## src/rtl/usb_in_pkg.sv

```systemverilog
package usb_in_pkg;
  localparam int NUM_EP  = 3;
  localparam int MAX_LEN = 8;
  localparam int ADDR_W  = 7;
  localparam int DATA_W  = 8;
  localparam int EP_W    = $clog2(NUM_EP + 1);
  localparam int IDX_W   = $clog2(MAX_LEN);
  localparam int CNT_W   = $clog2(MAX_LEN + 1);

  typedef enum logic [1:0] {
    RESP_NAK   = 2'd0,
    RESP_STALL = 2'd1,
    RESP_DATA0 = 2'd2,
    RESP_DATA1 = 2'd3
  } resp_e;

  typedef enum logic [1:0] {
    ST_IDLE = 2'd0,
    ST_SEND = 2'd1,
    ST_WAIT = 2'd2
  } tx_st_e;
endpackage

```

## src/rtl/usb_in_ep_buf.sv

```systemverilog
module usb_in_ep_buf
  import usb_in_pkg::*;
(
  input  logic              clk_i,
  input  logic              rst_ni,
  input  logic              bus_reset_i,
  input  logic              wr_byte_i,
  input  logic [IDX_W-1:0]  wr_idx_i,
  input  logic [DATA_W-1:0] wr_val_i,
  input  logic              wr_cnt_i,
  input  logic [CNT_W-1:0]  cnt_val_i,
  input  logic              arm_i,
  input  logic              nak_set_i,
  input  logic              nak_clr_i,
  input  logic              ack_i,
  input  logic              tog_clr_i,
  input  logic [IDX_W-1:0]  rd_idx_i,
  output logic [DATA_W-1:0] rd_byte_o,
  output logic [CNT_W-1:0]  cnt_o,
  output logic              full_o,
  output logic              toggle_o,
  output logic              nak_o
);
  logic [DATA_W-1:0] mem_q [MAX_LEN];
  logic [CNT_W-1:0]  cnt_q, cnt_lim;
  logic              full_q, tog_q, nak_q;

  // firmware owns the buffer only while it is not armed
  always_ff @(posedge clk_i) begin
    if (wr_byte_i && !full_q) mem_q[wr_idx_i] <= wr_val_i;
  end

  assign cnt_lim = (cnt_val_i > CNT_W'(MAX_LEN)) ? CNT_W'(MAX_LEN) : cnt_val_i;

  always_ff @(posedge clk_i or negedge rst_ni) begin
    if (!rst_ni) begin
      cnt_q  <= '0;
      full_q <= 1'b0;
      tog_q  <= 1'b0;
      nak_q  <= 1'b0;
    end else if (bus_reset_i) begin
      full_q <= 1'b0;
      tog_q  <= 1'b0;
      nak_q  <= 1'b0;
    end else begin
      if (wr_cnt_i && !full_q) cnt_q <= cnt_lim;
      if (ack_i)               full_q <= 1'b0;
      else if (arm_i)          full_q <= 1'b1;
      if (tog_clr_i)           tog_q <= 1'b0;
      else if (ack_i)          tog_q <= ~tog_q;
      if (nak_set_i)           nak_q <= 1'b1;
      else if (nak_clr_i)      nak_q <= 1'b0;
    end
  end

  assign rd_byte_o = mem_q[rd_idx_i];
  assign cnt_o     = cnt_q;
  assign full_o    = full_q;
  assign toggle_o  = tog_q;
  assign nak_o     = nak_q;
endmodule

```

## src/rtl/usb_in_tx_ctrl.sv

```systemverilog
module usb_in_tx_ctrl
  import usb_in_pkg::*;
(
  input  logic                    clk_i,
  input  logic                    rst_ni,
  input  logic                    bus_reset_i,
  input  logic [ADDR_W-1:0]       dev_addr_i,
  input  logic                    tok_in_i,
  input  logic                    setup_i,
  input  logic [ADDR_W-1:0]       tok_addr_i,
  input  logic [EP_W-1:0]         tok_ep_i,
  input  logic                    host_ack_i,
  input  logic                    host_timeout_i,
  input  logic [NUM_EP-1:0]       full_i,
  input  logic [NUM_EP-1:0]       stall_i,
  input  logic [NUM_EP-1:0]       toggle_i,
  input  logic [NUM_EP*CNT_W-1:0] cnt_i,
  output logic                    resp_valid_o,
  output logic [1:0]              resp_kind_o,
  output logic [CNT_W-1:0]        resp_len_o,
  output logic                    tx_valid_o,
  output logic [IDX_W-1:0]        rd_idx_o,
  output logic [EP_W-1:0]         cur_ep_o,
  output logic [NUM_EP-1:0]       nak_set_o,
  output logic [NUM_EP-1:0]       ack_o,
  output logic                    tog_clr0_o
);
  tx_st_e           st_q;
  resp_e            kind_q, kind_d;
  logic             rv_q;
  logic [CNT_W-1:0] len_q, cnt_sel;
  logic [IDX_W-1:0] idx_q;
  logic [EP_W-1:0]  ep_q;
  logic             addr_hit, ep_ok, accept;
  logic             sel_full, sel_stall, sel_tog;

  assign addr_hit = (tok_addr_i == dev_addr_i);
  assign ep_ok    = (int'(tok_ep_i) < NUM_EP);
  assign accept   = tok_in_i && addr_hit && ep_ok && (st_q == ST_IDLE) && !bus_reset_i;

  always_comb begin
    sel_full  = 1'b0;
    sel_stall = 1'b0;
    sel_tog   = 1'b0;
    cnt_sel   = '0;
    for (int k = 0; k < NUM_EP; k++) begin
      if (int'(tok_ep_i) == k) begin
        sel_full  = full_i[k];
        sel_stall = stall_i[k];
        sel_tog   = toggle_i[k];
        cnt_sel   = cnt_i[k*CNT_W +: CNT_W];
      end
    end
    if (sel_stall)     kind_d = RESP_STALL;
    else if (!sel_full) kind_d = RESP_NAK;
    else               kind_d = sel_tog ? RESP_DATA1 : RESP_DATA0;
  end

  for (genvar k = 0; k < NUM_EP; k++) begin : g_ev
    assign nak_set_o[k] = accept && (int'(tok_ep_i) == k) && !stall_i[k] && !full_i[k];
    assign ack_o[k]     = (st_q == ST_WAIT) && host_ack_i && (int'(ep_q) == k) && !bus_reset_i;
  end

  assign tog_clr0_o = setup_i && addr_hit && (tok_ep_i == '0);

  always_ff @(posedge clk_i or negedge rst_ni) begin
    if (!rst_ni) begin
      st_q   <= ST_IDLE;
      rv_q   <= 1'b0;
      kind_q <= RESP_NAK;
      len_q  <= '0;
      idx_q  <= '0;
      ep_q   <= '0;
    end else if (bus_reset_i) begin
      st_q <= ST_IDLE;
      rv_q <= 1'b0;
    end else begin
      rv_q <= 1'b0;
      unique case (st_q)
        ST_IDLE: if (accept) begin
          rv_q   <= 1'b1;
          kind_q <= kind_d;
          ep_q   <= tok_ep_i;
          idx_q  <= '0;
          if (kind_d == RESP_DATA0 || kind_d == RESP_DATA1) begin
            len_q <= cnt_sel;
            st_q  <= (cnt_sel == '0) ? ST_WAIT : ST_SEND;
          end else begin
            len_q <= '0;
          end
        end
        ST_SEND: begin
          idx_q <= idx_q + 1'b1;
          if (CNT_W'(idx_q) + 1'b1 == len_q) st_q <= ST_WAIT;
        end
        ST_WAIT: if (host_ack_i || host_timeout_i) st_q <= ST_IDLE;
        default: st_q <= ST_IDLE;
      endcase
    end
  end

  assign resp_valid_o = rv_q;
  assign resp_kind_o  = kind_q;
  assign resp_len_o   = len_q;
  assign tx_valid_o   = (st_q == ST_SEND);
  assign rd_idx_o     = idx_q;
  assign cur_ep_o     = ep_q;
endmodule

```

## src/rtl/usb_in_ep_ctrl.sv

```systemverilog
module usb_in_ep_ctrl
  import usb_in_pkg::*;
(
  input  logic                 clk_i,
  input  logic                 rst_ni,
  input  logic                 bus_reset_i,
  input  logic [ADDR_W-1:0]    dev_addr_i,
  input  logic [NUM_EP-1:0]    stall_i,
  input  logic [EP_W-1:0]      fw_ep_i,
  input  logic                 fw_data_we_i,
  input  logic [IDX_W-1:0]     fw_idx_i,
  input  logic [DATA_W-1:0]    fw_data_i,
  input  logic                 fw_cnt_we_i,
  input  logic [CNT_W-1:0]     fw_cnt_i,
  input  logic                 fw_arm_i,
  input  logic                 fw_nak_we_i,
  input  logic [NUM_EP-1:0]    fw_nak_wdata_i,
  input  logic                 tok_in_i,
  input  logic                 setup_i,
  input  logic [ADDR_W-1:0]    tok_addr_i,
  input  logic [EP_W-1:0]      tok_ep_i,
  input  logic                 host_ack_i,
  input  logic                 host_timeout_i,
  output logic                 resp_valid_o,
  output logic [1:0]           resp_kind_o,
  output logic [CNT_W-1:0]     resp_len_o,
  output logic                 tx_valid_o,
  output logic [DATA_W-1:0]    tx_data_o,
  output logic [NUM_EP-1:0]    full_o,
  output logic [NUM_EP-1:0]    toggle_o,
  output logic [NUM_EP-1:0]    nak_flag_o,
  output logic                 irq_o
);
  logic [NUM_EP-1:0]       full, tog, nak, nak_set, ack;
  logic [NUM_EP*CNT_W-1:0] cnt_flat;
  logic [DATA_W-1:0]       rd_byte [NUM_EP];
  logic [IDX_W-1:0]        rd_idx;
  logic [EP_W-1:0]         cur_ep;
  logic                    tog_clr0;

  for (genvar k = 0; k < NUM_EP; k++) begin : g_ep
    logic sel;
    assign sel = (int'(fw_ep_i) == k);
    usb_in_ep_buf u_buf (
      .clk_i       (clk_i),
      .rst_ni      (rst_ni),
      .bus_reset_i (bus_reset_i),
      .wr_byte_i   (fw_data_we_i && sel),
      .wr_idx_i    (fw_idx_i),
      .wr_val_i    (fw_data_i),
      .wr_cnt_i    (fw_cnt_we_i && sel),
      .cnt_val_i   (fw_cnt_i),
      .arm_i       (fw_arm_i && sel),
      .nak_set_i   (nak_set[k]),
      .nak_clr_i   (fw_nak_we_i && !fw_nak_wdata_i[k]),
      .ack_i       (ack[k]),
      .tog_clr_i   ((k == 0) && tog_clr0),
      .rd_idx_i    (rd_idx),
      .rd_byte_o   (rd_byte[k]),
      .cnt_o       (cnt_flat[k*CNT_W +: CNT_W]),
      .full_o      (full[k]),
      .toggle_o    (tog[k]),
      .nak_o       (nak[k])
    );
  end

  usb_in_tx_ctrl u_ctrl (
    .clk_i          (clk_i),
    .rst_ni         (rst_ni),
    .bus_reset_i    (bus_reset_i),
    .dev_addr_i     (dev_addr_i),
    .tok_in_i       (tok_in_i),
    .setup_i        (setup_i),
    .tok_addr_i     (tok_addr_i),
    .tok_ep_i       (tok_ep_i),
    .host_ack_i     (host_ack_i),
    .host_timeout_i (host_timeout_i),
    .full_i         (full),
    .stall_i        (stall_i),
    .toggle_i       (tog),
    .cnt_i          (cnt_flat),
    .resp_valid_o   (resp_valid_o),
    .resp_kind_o    (resp_kind_o),
    .resp_len_o     (resp_len_o),
    .tx_valid_o     (tx_valid_o),
    .rd_idx_o       (rd_idx),
    .cur_ep_o       (cur_ep),
    .nak_set_o      (nak_set),
    .ack_o          (ack),
    .tog_clr0_o     (tog_clr0)
  );

  always_comb begin
    tx_data_o = '0;
    for (int k = 0; k < NUM_EP; k++)
      if (int'(cur_ep) == k) tx_data_o = rd_byte[k];
  end

  assign full_o     = full;
  assign toggle_o   = tog;
  assign nak_flag_o = nak;
  assign irq_o      = |nak;
endmodule

```

## config.mk

```make
export PLATFORM = sky130hd
export DESIGN_NAME = usb_in_ep_ctrl
export DESIGN_NICKNAME = d
export VERILOG_FILES = /design/src/rtl/usb_in_pkg.sv /design/src/rtl/usb_in_ep_buf.sv /design/src/rtl/usb_in_tx_ctrl.sv /design/src/rtl/usb_in_ep_ctrl.sv
export SDC_FILE = /design/constraint.sdc
export NUM_CORES = 1
export LEC_CHECK = 0
export BUFFER_PORTS_ARGS = -buffer_cell sky130_fd_sc_hd__buf_2
export CAP_MARGIN = 30
export CELL_PAD_IN_SITES_DETAIL_PLACEMENT = 1
export CELL_PAD_IN_SITES_GLOBAL_PLACEMENT = 2
export CORE_MARGIN = 2
export CORE_UTILIZATION = 41
export DETAILED_ROUTE_END_ITERATION = 16
export PLACE_DENSITY_LB_ADDON = 0.1
export SKIP_LAST_GASP = 1
export SLEW_MARGIN = 20
export SYNTH_ARGS = -nofsm -noshare
export SYNTH_HDL_FRONTEND = slang
export SYNTH_HIERARCHICAL = 1
export SYNTH_SLANG_ARGS = --single-unit
```

## constraint.sdc

```tcl
create_clock -name clk_i -period 2.3 [get_ports clk_i]
set_input_delay 0.575 -clock clk_i [delete_from_list [all_inputs] [get_ports clk_i]]
set_output_delay 0.575 -clock clk_i [all_outputs]
set_load 0.005 [all_outputs]
```

==> summary.md, run 1 <==
| Metric | Value |
|---|---|
| Post-DP HPWL | ~16 mm |
| Sequential-to-total area share from yosys stat | 67.9% |
| Die height | 158 um |
| Top area cells in the synthesized netlist | edfxtp_1, mux4_1, dfrtp_1 |
| Initial Util | a little over two fifths |
| Hold path depth | 4 |
| Width of the die | ~160 um |
| Fin Hold WS | 0.407 ns |
| Leakage power figure | ~4.5 nW |
| Worst reg2reg path endpoint | u_ctrl/st_q[1] |
| Critical Path AT | around 2.6 ns |
| Total core area | between 0.02 and 0.025 mm^2 |
| Final hold violations | 0 |
| Max IR drop VDD | about 0.6 mV |
| CP dominant cell by count | buf_12 |
| Final worst path period need | around 3.1 ns |
| Asr flop ratio synth | between 15 and 20% |
| CP startpoint kind | flip-flop |
| Placed cell count | ~960 |
| Min-delay src | bus_reset_i |
| R2R depth | 7 |
| Root Buffer | clkbuf_16 |
| Area after DPL | 0.0109 mm^2 |
| Pre-CTS WS | -0.347 ns |
| Max-slew headroom | 63.1% |
| Unrepaired setup endpoints after global routing | yes |
| CTS clk-pin slew, worst paths | ~0.06 ns |
| Worst-Skew Late Latency | around 0.53 ns |
| CTS tree | built |
| Grt ovf | 0 |
| Syn Area/Cell | about 19 um^2 |
| ANT nets after route | 0 |
| Vias in the first global route | 5708 |
| Fill count | 2206 |
| TritonCTS buffer count | 25 |
| Crit Path Class | reg2out |
| CP peak stage delay | ~0.54 ns |
| Most common cell in the netlist | edfxtp_1 |
| H-tree lvl count | 1 |
| Setup WS post-layout | -0.823 ns |
| Clock tree buffer depth | 3 |
| Critical path required time | about 1.7 ns |
| Synth Cell Area | between 0.009 and 0.01 mm^2 |
| R2R Path Start | u_ctrl/rd_idx_o[0] |
| Slowest CP cell | mux4_1 |
| Post-route cell area | ~0.012 mm^2 |
| Met3 routed WL | about 920 um |
| Synthesis-stage register bit count | around 230 |
| Die area | roughly 0.025 mm^2 |
| Fin nets | approximately 740 |
| Setup violators final | 8 |
| Via count | 5393 |
| Pwr Density | 806 mW/mm^2 |
| Area growth syn-to-layout | 23.0% |
| EDFF count, synth | ~190 |
| Period utilisation layout | 136% |
| Failing checks | setup timing |
| Total wire length | between 20 and 25 mm |
| Layout cells sized above 1 | between 30% and 40% |
| Fmax | around 0.32 GHz |
| Prevailing post-synth register cell | edfxtp_1 |
| Largest net degree at the start of global routing | 25 |
| Synth area leader | edfxtp_1 |
| DR top layer | met4 |
| Routability cong. | about 0.73 |
| Initial DRC Count | slightly above 300 |
| Clock Sinks | 227 |
| Critical path capture point type | output pin |
| Library cells used by synthesis | 44 |
| Drt first pass iters | 4 |
| Hold Crit Endpoint | u_ctrl/rd_idx_o[0] |
| Via-to-Cell Ratio | about 5.3 |
| IO Count | 76 |
| Row count | 56 |
| DR WL/cell | ~23 um |
| GRT Util Overall | 19.1% |
| Routed length on met1 | roughly 11 mm |
| ANT cells | 0 |
| Initial antenna violation count | 1 |
| Ys Warns | 6 |
| Crit-path cells | buf_12, buf_16, buf_12, mux4_1, mux2_2, o2bb2ai_1, buf_2 |
| # DRC | 0 |
| Top-area cell type share of the netlist area | 59.0% |
| Clk_skew | between 0.01 and 0.015 ns |
| Worst-path fanout max | 10 |
| Post-synth top cells | edfxtp_1, mux4_1, mux2_2, dfrtp_1, nor2_1 |
| Max-cap violations | 0 |
| Hold Path Class | in2reg |
| Final Max Slew Viols | 0 |
| Buffers on Ports | 75 |
| Reg2reg setup slack | between 0.3 and 0.4 ns |
| Cell count after synthesis | approximately 530 |
| Worst-Margin Slew | around 0.55 ns |
| Outcome | complete, but fails checks |
| Met2 WL | around 11 mm |
| Crit path from | u_ctrl/rd_idx_o[0] |
| First-pass GRT wire length | approximately 35 mm |
| Final cell count without fillers | slightly above 1000 |
final cells by class:
type / instances / area, um^2 / area share (%)
Clock buffer: 30 / 674 / 5.61
Clock inverter: 15 / 159 / 1.32
Inverter: 8 / 30.0 / 0.250
Multi-Input combinational cell: 272 / 3010 / 25.0
Sequential cell: 227 / 6640 / 55.2
Tap cell: 319 / 399 / 3.32
Timing Repair Buffer: 152 / 1110 / 9.25
cell usage in the layout, fill, tap and decap left out, types with 4 or more instances in the layout:
cell / count
edfxtp_1: 192
buf_2: 75
buf_4: 63
nor2_1: 35
dfrtp_1: 33
mux4_1: 28
mux2_2: 26
clkbuf_16: 25
mux4_2: 20
nor2b_1: 15
mux2_4: 15
xnor2_1: 12
mux2i_1: 11
nor3_1: 11
nand2b_1: 10
buf_12: 10
and2_1: 9
clkinv_2: 8
inv_1: 8
nand2_1: 7
mux2i_4: 5
nor3b_1: 5
a21oi_1: 5
nand3_1: 5
nand4_1: 5
o2bb2ai_1: 4
o2bb2ai_2: 4
o21ai_0: 4
a2bb2oi_1: 4
stage by stage:
step                      power, mW  setup TNS [ns]  utilization, %
final                          9.70           -6.26            51.3
after global routing           10.0           -6.87            51.3
after CTS                      9.77           -6.34            51.0
after detailed placement       5.62           -2.73            46.5
after global placement         5.59           -2.15            46.5
after floorplan                5.22               0               -
layer usage:
| layer | global-route usage [%] | vias up |
|---|---|---|
| met1 | 26.7 | 2836 |
| met4 | 4.46 | 0 |
| met3 | 3.10 | 34 |
| met5 | 0 | - |
| li1 | - | 2420 |
| met2 | 31.7 | 103 |
where the power goes:
| group | switching, mW | internal [mW] |
|---|---|---|
| Clock | 1.59 | 2.43 |
| Combinational | 0.508 | 0.557 |
| Sequential | 0.0487 | 4.56 |
| Total | 2.15 | 7.55 |
flip-flops by register name (all words and copies together), names as in the netlist:
signal	flops
u_ctrl/rd_idx_o	3
g_ep.u_buf/cnt_o	12
g_ep.u_buf/toggle_o	3
u_ctrl/resp_valid_o	1
u_ctrl/st_q	2
g_ep.u_buf/mem_q	192
g_ep.u_buf/full_o	3
u_ctrl/resp_kind_o	2
g_ep.u_buf/nak_o	3
u_ctrl/cur_ep_o	2
u_ctrl/resp_len_o	4
critical path, delay by kind of cell, from the launching register on:
| kind | cells | cell delay, ns |
|---|---|---|
| AO/OA/AOI/OAI | 1 | 0.17 |
| multiplexers | 2 | 0.84 |
| flip-flops | 1 | 0.42 |
| buffers and inverters | 4 | 0.57 |
how the worst max path moves through the flow:
stage | to | cells past startpoint
2_1_floorplan | tx_data_o[1] | 6
5_1_grt | tx_data_o[5] | 7
6_report | tx_data_o[5] | 7
4_1_cts | tx_data_o[5] | 6
3_5_place_dp | tx_data_o[5] | 7
3_3_place_gp | tx_data_o[2] | 7
kinds of logic (layout without fill, tap and decap cells):
group	Yosys count	in the layout	synth area share (%)
compound gates	28	28	2.23
flops	227	227	67.9
mux	106	106	19.3
xor+xnor	15	15	1.34
fa+ha+maj	1	1	0.128
other cells	1	2	0.0383
buf+inv	30	205	2.30
simple gates	120	120	6.79
timing repair:
action / CTS / global route
gates resized for setup: 42 / 14
gates cloned: 1 / 0
endpoints found under the hold margin: 16 / 0
hold buffers: 1 / 0
setup buffers: 11 / 11
pin swaps: 3 / 4
setup endpoints to repair: 8 / 8
(Power assumes the default switching activity.)
==> run 2, diff against run 1 <==
MAX_ROUTING_LAYER = met4   (was default)
clock period = 2.5 ns   (was 2.3 ns; I/O delays follow)
==> run 2 against run 1 <==
The run still ends with setup timing left; final cell count shrank 0.98%; total power is 7.1% lower; via count is 1.6% lower; sequential share of layout area increased by 0.52 points; die area is the same; setup slack better by 0.17 ns; final area down 0.93%; non-clock buffer count fell by 8; critical path type unchanged; critical endpoint is now tx_data_o[4]; highest routed layer unchanged.
==> summary.md, run 2 (same netlist as run 1, synthesis figures left out) <==
| Metric | Value |
|---|---|
| CTS tree | built |
| Area growth syn-to-layout | 21.9% |
| Max-slew headroom | 58.6% |
| Hold_buf cts | 0 |
| Fmax | roughly 0.32 GHz |
| Die height | 158 um |
| Reg2reg setup slack | between 0.6 and 0.7 ns |
| GRT busiest layer | met2 |
| Width of the die | between 150 and 200 um |
| Initial antenna violation count | 0 |
| Leakage power figure | ~4.4 nW |
| Routability cong. | 0.794 |
| # DRC | 0 |
| Setup violators final | 8 |
| Slowest CP cell | mux4_2 |
| DR WL/cell | between 20 and 25 um |
| Clk_skew | ~0.012 ns |
| H-tree lvl count | 1 |
| Critical Path AT | roughly 2.5 ns |
| Root Buffer | clkbuf_16 |
| Met1 Use GR | between 20 and 30% |
| GRT Util Overall | approximately a fifth |
| Final Max Slew Viols | 0 |
| Failing checks | setup timing |
| TritonCTS buffer count | 24 |
| Critical path capture point type | output pin |
| Grt ovf | 0 |
| Row count | 56 |
| Setup WS post-layout | -0.652 ns |
| Vias in the first global route | 5663 |
| Total wire length | 24.8 mm |
| Drt first pass iters | 4 |
| CP dominant cell by count | buf_6 |
| Hold Path Class | in2async |
| Total power | approximately 9.0 mW |
| Fin Setup TNS | -4.98 ns |
| Max-cap violations | 0 |
| Most flops, register | g_ep.u_buf/mem_q |
| Crit path from | u_ctrl/rd_idx_o[0] |
| Largest net degree at the start of global routing | 36 |
| Final hold violations | 0 |
| Top Family by Delay on Critical Path | multiplexers |
| Period utilisation layout | 126% |
| Commonest cells after routing, fill and taps aside | edfxtp_1, buf_2, buf_4 |
| Clock Sinks | approximately 230 |
| Met2 GRT Util | between 30% and 40% |
| Final cell count without fillers | approximately 1000 |
| Critical path required time | 1.88 ns |
| Via-to-Cell Ratio | 5.24 |
| Pwr Density | roughly 760 mW/mm^2 |
| CTS clk-pin slew, worst paths | 0.06 ns |
| Die area | ~0.025 mm^2 |
| Layout cells sized above 1 | 39.8% |
| Worst-path fanout max | 5 |
| ANT nets after route | 0 |
| Via count | 5309 |
| WP buf/inv | 4 |
| Initial DRC Count | 345 |
| Global Route met3 Usage | under 10% |
| Unrepaired setup endpoints after global routing | yes |
| Total core area | approximately 0.023 mm^2 |
| CP peak stage delay | between 0.5 and 0.6 ns |
| Crit Path Class | reg2out |
| ANT cells | 0 |
| Pre-CTS WS | -0.211 ns |
| Placed cell count | roughly 950 |
| CP startpoint kind | flip-flop |
| Max IR drop VDD | about 0.4 mV |
| Clock tree buffer depth | 3 |
| Final worst path period need | 3.15 ns |
| Max FFs per register | between 150 and 200 |
| Worst-Margin Slew | about 0.62 ns |
| Worst-Skew Late Latency | roughly 0.52 ns |
| Commonest non-fill, non-tap cell in the layout | edfxtp_1 |
| Buffers on Ports | 75 |
| R2R Path Start | g_ep[1].u_buf/full_o |
| Initial Util | roughly two fifths |
| Fin Hold WS | ~0.038 ns |
| Fin nets | ~730 |
| Post-DP HPWL | 15.9 mm |
| Crit-path cells | buf_6, clkbuf_16, buf_6, mux4_2, mux2_4, mux2i_4, o2bb2ai_2, buf_2 |
| First-pass GRT wire length | 36.3 mm |
| Outcome | complete, but fails checks |
| IO Count | 76 |
[run 2: area by class of cell]
type	count	area, um^2
Inverter	8	30.0
Multi-Input combinational cell	272	2920
Timing Repair Buffer	144	1090
Clock inverter	15	216
Clock buffer	28	616
Sequential cell	227	6640
Fill cell	2207	11600
Tap cell	319	399
[run 2: where the power goes]
part | switching, mW | leakage, nW | internal (mW)
clock network | 1.48 | 0.401 | 2.29
logic | 0.473 | 1.78 | 0.514
registers | 0.0514 | 2.19 | 4.20
[run 2: per-layer routing]
layer  wire length, um  share of wire (%)
met1             11300                 45
met2             12200                 49
met3              1030                4.1
met4               363                1.5
met5                 0                  0
[run 2: what timing repair did]
action	in CTS	in global routing
cloned	1	1
gates resized for setup	32	49
endpoints found under the hold margin	0	0
setup endpoints to repair	8	8
pin swaps	0	8
setup buffers	3	13
[run 2: path summary, 6_finish.rpt]
check	to	cells after the start
worst max-delay path	tx_data_o[4]	8
worst min-delay path	g_ep[0].u_buf/toggle_o	1
worst max register to register	g_ep[1].u_buf/mem_q[0][3]	3
worst min register to register	u_ctrl/resp_kind_o[0]	1
max in group asynchronous	g_ep[2].u_buf/cnt_o[2]	2
min in group clk_i	g_ep[0].u_buf/toggle_o	4
[run 2: metrics by stage]
stage	util [%]	instance area (um^2)
3_5_place_dp	46.1	10800
4_1_cts	49.9	11700
2_1_floorplan	-	9780
3_3_place_gp	46.1	10800
6_report	50.8	11900
5_1_grt	50.8	11900
